[src/rtl/sock_slave.sv]
module sock_slave #(
  parameter int AW       = 8,
  parameter int DW       = 32,
  parameter int DEPTH    = 32,
  parameter int QDEPTH   = 4,
  parameter bit SPLIT_WD = 1'b1
) (
  input  logic          clk,
  input  logic          rst_n,
  input  logic [2:0]    m_cmd,
  input  logic [AW-1:0] m_addr,
  input  logic [DW-1:0] m_wdata,
  output logic          s_cmd_acc,
  input  logic          m_wd_valid,
  input  logic [DW-1:0] m_wd_data,
  output logic          s_wd_acc,
  output logic [2:0]    s_resp,
  output logic [DW-1:0] s_rdata,
  input  logic          m_resp_acc
);
  localparam int IW = $clog2(DEPTH);
  localparam int QW = $clog2(QDEPTH);
  localparam int CW = $clog2(QDEPTH + 1);
  localparam logic [2:0] RSP_NONE = 3'b000;
  localparam logic [2:0] RSP_DVA  = 3'b001;
  localparam logic [2:0] RSP_ERR  = 3'b011;

  logic [DW-1:0] mem [DEPTH];
  logic [2:0]    q_code [QDEPTH];
  logic [DW-1:0] q_data [QDEPTH];
  logic [QW-1:0] wptr, rptr;
  logic [CW-1:0] cnt;
  logic          pend_vld, pend_in;
  logic [IW-1:0] pend_idx;

  wire is_wr  = (m_cmd == 3'b001);
  wire is_rd  = (m_cmd == 3'b010);
  wire in_rng = (int'(m_addr) < DEPTH);
  wire q_full = (cnt == CW'(QDEPTH));
  wire q_nemp = (cnt != '0);
  wire pop    = m_resp_acc & q_nemp;

  assign s_cmd_acc = ~pend_vld & (is_wr | (is_rd & ~q_full));
  wire wr_acc = s_cmd_acc & is_wr;
  wire rd_acc = s_cmd_acc & is_rd;

  logic          cm_en;
  logic [IW-1:0] cm_idx;
  logic [DW-1:0] cm_dat;

  generate
    if (SPLIT_WD) begin : g_split
      assign s_wd_acc = pend_vld & m_wd_valid;
      assign cm_en    = s_wd_acc & pend_in;
      assign cm_idx   = pend_idx;
      assign cm_dat   = m_wd_data;
    end else begin : g_joint
      assign s_wd_acc = 1'b0;
      assign cm_en    = wr_acc & in_rng;
      assign cm_idx   = m_addr[IW-1:0];
      assign cm_dat   = m_wdata;
    end
  endgenerate

  always_ff @(posedge clk) begin
    if (!rst_n) begin
      pend_vld <= 1'b0;
      pend_in  <= 1'b0;
      pend_idx <= '0;
    end else if (SPLIT_WD) begin
      if (wr_acc) begin
        pend_vld <= 1'b1;
        pend_in  <= in_rng;
        pend_idx <= m_addr[IW-1:0];
      end else if (s_wd_acc) begin
        pend_vld <= 1'b0;
      end
    end
  end

  always_ff @(posedge clk) begin
    if (!rst_n) begin
      for (int i = 0; i < DEPTH; i++) mem[i] <= '0;
    end else if (cm_en) begin
      mem[cm_idx] <= cm_dat;
    end
  end

  always_ff @(posedge clk) begin
    if (!rst_n) begin
      wptr <= '0;
      rptr <= '0;
      cnt  <= '0;
      for (int i = 0; i < QDEPTH; i++) begin
        q_code[i] <= RSP_NONE;
        q_data[i] <= '0;
      end
    end else begin
      if (rd_acc) begin
        q_code[wptr] <= in_rng ? RSP_DVA : RSP_ERR;
        q_data[wptr] <= in_rng ? mem[m_addr[IW-1:0]] : '0;
        wptr         <= wptr + 1'b1;
      end
      if (pop) rptr <= rptr + 1'b1;
      cnt <= cnt + CW'(rd_acc) - CW'(pop);
    end
  end

  assign s_resp  = q_nemp ? q_code[rptr] : RSP_NONE;
  assign s_rdata = q_nemp ? q_data[rptr] : '0;

  p_no_overflow_r6: assert property (@(posedge clk) disable iff (!rst_n)
    cnt <= CW'(QDEPTH));
  p_push_count_r6: assert property (@(posedge clk) disable iff (!rst_n)
    (rd_acc && !pop) |=> (cnt == CW'($past(cnt) + 1'b1)));
  p_resp_hold_r7: assert property (@(posedge clk) disable iff (!rst_n)
    (s_resp != RSP_NONE && !m_resp_acc) |=> ($stable(s_resp) && $stable(s_rdata)));
  p_pend_hold_r9: assert property (@(posedge clk) disable iff (!rst_n)
    (pend_vld && !s_wd_acc) |=> (pend_vld && !s_cmd_acc));
  p_pend_src_r3: assert property (@(posedge clk) disable iff (!rst_n)
    $rose(pend_vld) |-> $past(wr_acc));
endmodule

[config.mk]
export PLATFORM = sky130hd
export DESIGN_NAME = sock_slave
export DESIGN_NICKNAME = d
export VERILOG_FILES = /design/src/rtl/sock_slave.sv
export SDC_FILE = /design/constraint.sdc
export NUM_CORES = 2
export LEC_CHECK = 0
export BUFFER_PORTS_ARGS = -buffer_cell sky130_fd_sc_hd__buf_2
export CAP_MARGIN = 10
export CORE_UTILIZATION = 40
export CTS_CLUSTER_DIAMETER = 80
export CTS_CLUSTER_SIZE = 12
export DETAILED_ROUTE_END_ITERATION = 6
export PLACE_DENSITY_LB_ADDON = 0.12
export SKIP_CTS_REPAIR_TIMING = 1
export SLEW_MARGIN = 10
export SYNTH_ARGS = -nofsm -noshare
export SYNTH_HDL_FRONTEND = slang
export SYNTH_SLANG_ARGS = --single-unit
[constraint.sdc]
create_clock -name clk -period 14.35 [get_ports clk]
set_input_delay 1.435 -clock clk [delete_from_list [all_inputs] [get_ports clk]]
set_output_delay 1.435 -clock clk [all_outputs]
set_load 0.02 [all_outputs]
==> key figures <==
Status
  • Outcome: finished, final reports clean

Floorplanning
  • Number of placed I/O pins: 116
  • Core region area: 137700 µm²
  • FP Rows: 136
  • Die area: 140400 µm²
  • Die Width: 374.7 µm
  • Starting density of the core: 40.35%
  • Die height: 374.7 µm

Layout
  • Nets: 3877
  • Area of the multi-input gates: 19430 µm²
  • Area Growth Syn to Fin: 9.891%
  • Fillers: 12.05k
  • Register area: 35160 µm²
  • Share of cells above drive strength 1: 18.70%

Yosys
  • Synth Warn #: 0
  • Synthesized net count: 3981
  • Ys async rst share: 0%
  • Seq/Total Area, Yosys: 63.28%
  • Synth area leader: edfxtp_1
  • Cell variety after synth: 43
  • Cell Area, Synth: 55550 µm²
  • Syn Area/Cell: 14.25 µm²
  • Mapped Cells: 3899
  • Top cells by area, synth: edfxtp_1, and2_1, mux4_2, nand3_1, mux2i_1
  • Most used DFF post-synth: edfxtp_1
  • Register bit total from synthesis: 1176
  • Area share of the largest cell type after synthesis: 62.71%
  • EDFF count, synth: 1160

CTS
  • H-tree levels: 3
  • Worst-skew pair later-pin latency: 0.74 ns
  • Root buffer cell: clkbuf_16
  • CTS sink cnt: 1176
  • CTS max path bufs: 3
  • CTS tree: done
  • TritonCTS Buffers: 109
  • Clock transition at path regs: 0.06 ns

Worst setup path
  • Reg2reg setup slack: 10.46 ns
  • CP startpoint kind: primary input
  • CP Data Required Time: 14.78 ns
  • CP Class: primary input to flop
  • CP Max Fanout: 74
  • Critical path capture point type: flop
  • Worst Path Arrival: 5.55 ns

Placed design
  • I/O Buffers: 82
  • Dpl hpwl: 98160 µm
  • DP Worst Slack: 8.355 ns
  • GPL Wtd Cong: 0.8563

Power and ir drop
  • Peak supply drop: 0.1353 mV
  • Power Dens Cells: 122.5 nW/µm²
  • Leak Pwr: 21.54 nW

STA
  • Max Clk Rate: 0.1955 GHz
  • Hold Violations, Final: 0
  • Final period util: 35.65%
  • RSZ-0062 raised after global routing: no
  • Fin. max-slew vios: 0
  • Relative slew slack: 16.38%
  • Post-Route Skew: 0.03288 ns
  • Final Critical Period: 5.115 ns
  • Final setup viols: 0
  • Slew @ Worst Pin: 1.252 ns
  • Setup TNS: 0 ns
  • Slack of the critical path: 9.235 ns

Global routing
  • Largest net degree at the start of global routing: 97
  • Total global-route track usage: 25.08%
  • Most used routing layer in global routing: met2
  • GRT overflow: 0
  • Initial antenna violation count: 11
  • Met3 GRT Util: 4.457%
  • Vias in the first global route: 32.34k
  • Met1 GRT Util: 35.20%
  • GR met2 Demand/Resource: 40.05%
  • First-pass GRT wire length: 248500 µm

Drt
  • Remaining DRCs: 0
  • WL per Instance: 31.37 µm
  • Via Count: 32.81k
  • DRT iter0 DRCs: 3613
  • Vias per Instance: 5.824
  • Final wirelength: 176800 µm
  • Final antenna-violating net count: 0
  • Drt pass-1 iters: 5

Min path
  • Hold Crit Class: flop to flop

Run
  • Max Cap Viol: 0
-- critical path, cell delays in order --
cell       delay, ns
buf_8           0.64
buf_4           0.60
buf_4           0.67
buf_4           0.71
mux4_2          0.39
o21ai_0         0.74
o2111ai_1       0.23
-- logic make-up (layout without fill, tap and decap cells) --
family	count (synthesis)	in the layout	share of synthesized area, %
DFF	1176	1176	63.28
xor gates and xnor gates	6	6	0.09460
buffers and inverters	404	339	2.827
and+or+nand+nor	1671	1671	17.74
other	1	7	0.006751
AOI/OAI and AO/OA	186	186	2.446
muxes	452	452	13.52
adders and majority gates	3	3	0.08108
-- sequential cells by signal, indices dropped and copies added (netlist names), 2 cells and up, named ones only --
signal  cells
q_data    128
mem      1024
q_code      8
rptr        2
cm_idx      5
cnt         3
wptr        2
-- synth_stat cells, types with 2 or more instances --
library cell / number
o21ai_0: 37
nand2_1: 66
ha_1: 2
nand3_1: 321
xnor2_1: 6
o31ai_1: 2
mux4_2: 229
nor4b_1: 2
nor3_1: 4
a22oi_1: 93
nor3b_2: 3
nor2_1: 42
nand3b_1: 8
buf_4: 2
nor2b_1: 46
clkbuf_1: 337
and2_1: 1032
mux2_2: 96
or3_1: 2
o2111ai_1: 46
or3b_2: 2
nand4_1: 126
inv_1: 7
and3_1: 5
o211ai_1: 6
nor3b_1: 3
mux2i_1: 127
buf_1: 21
nor4_1: 2
dfxtp_1: 16
buf_2: 37
edfxtp_1: 1160
-- worst paths after layout --
kind / startpoint / to / cells past startpoint
setup / recovery: m_addr[2] / q_data[0][3] / 7
hold reg to reg: rptr[0] / flop / 2
setup reg to reg: pend_vld / q_data[2][24] / 5
hold / removal: rptr[0] / flop / 2
-- power by group --
| group | leakage [nW] | switching [mW] | internal [mW] | total (mW) |
|---|---|---|---|---|
| logic | 7.99 | 0.625 | 0.266 | 0.891 |
| registers | 12.1 | 0.0365 | 3.89 | 3.92 |
| clock network | 1.44 | 1.27 | 1.39 | 2.66 |
-- cell usage in the layout, fill, tap and decap left out, drive strengths merged, types with 37 or more instances in the layout --
master,instances
buf,182
mux2i,127
nor2b,46
edfxtp,1160
a22oi,93
nand2,67
nand4,126
o2111ai,46
and2,1032
nor2,42
clkbuf,143
mux2,96
mux4,229
nand3,321
o21ai,37
-- area by class of cell --
type	instances	area share, %
Timing Repair Buffer	182	1.949
Clock buffer	143	4.747
Inverter	7	0.04304
Antenna cell	6	0.02460
Clock inverter	7	0.1271
Sequential cell	1176	57.59
Multi-Input combinational cell	2319	31.84
Tap cell	1794	3.677
-- per-layer routing --
metal	wire, µm	part of all wire, %
met1	75920	43
met5	25	0.014
met2	83350	47
met3	12840	7.3
met4	4611	2.6
-- through the flow --
stage | power (mW) | util, % | cell area (µm²) | hold WS (ns) | instances
2_1_floorplan | 4.487 | - | 55550 | 0.5225 | 3899
3_3_place_gp | 4.890 | 42.17 | 58050 | 0.5477 | 5478
3_5_place_dp | 4.894 | 42.17 | 58050 | 0.5596 | 5478
4_1_cts | 7.534 | 44.33 | 61030 | 0.5766 | 5628
5_1_grt | 7.689 | 44.33 | 61030 | 0.6145 | 5628
6_report | 7.476 | 44.34 | 61040 | 0.5742 | 5634
Note: power is estimated with default switching activity, not from simulation.
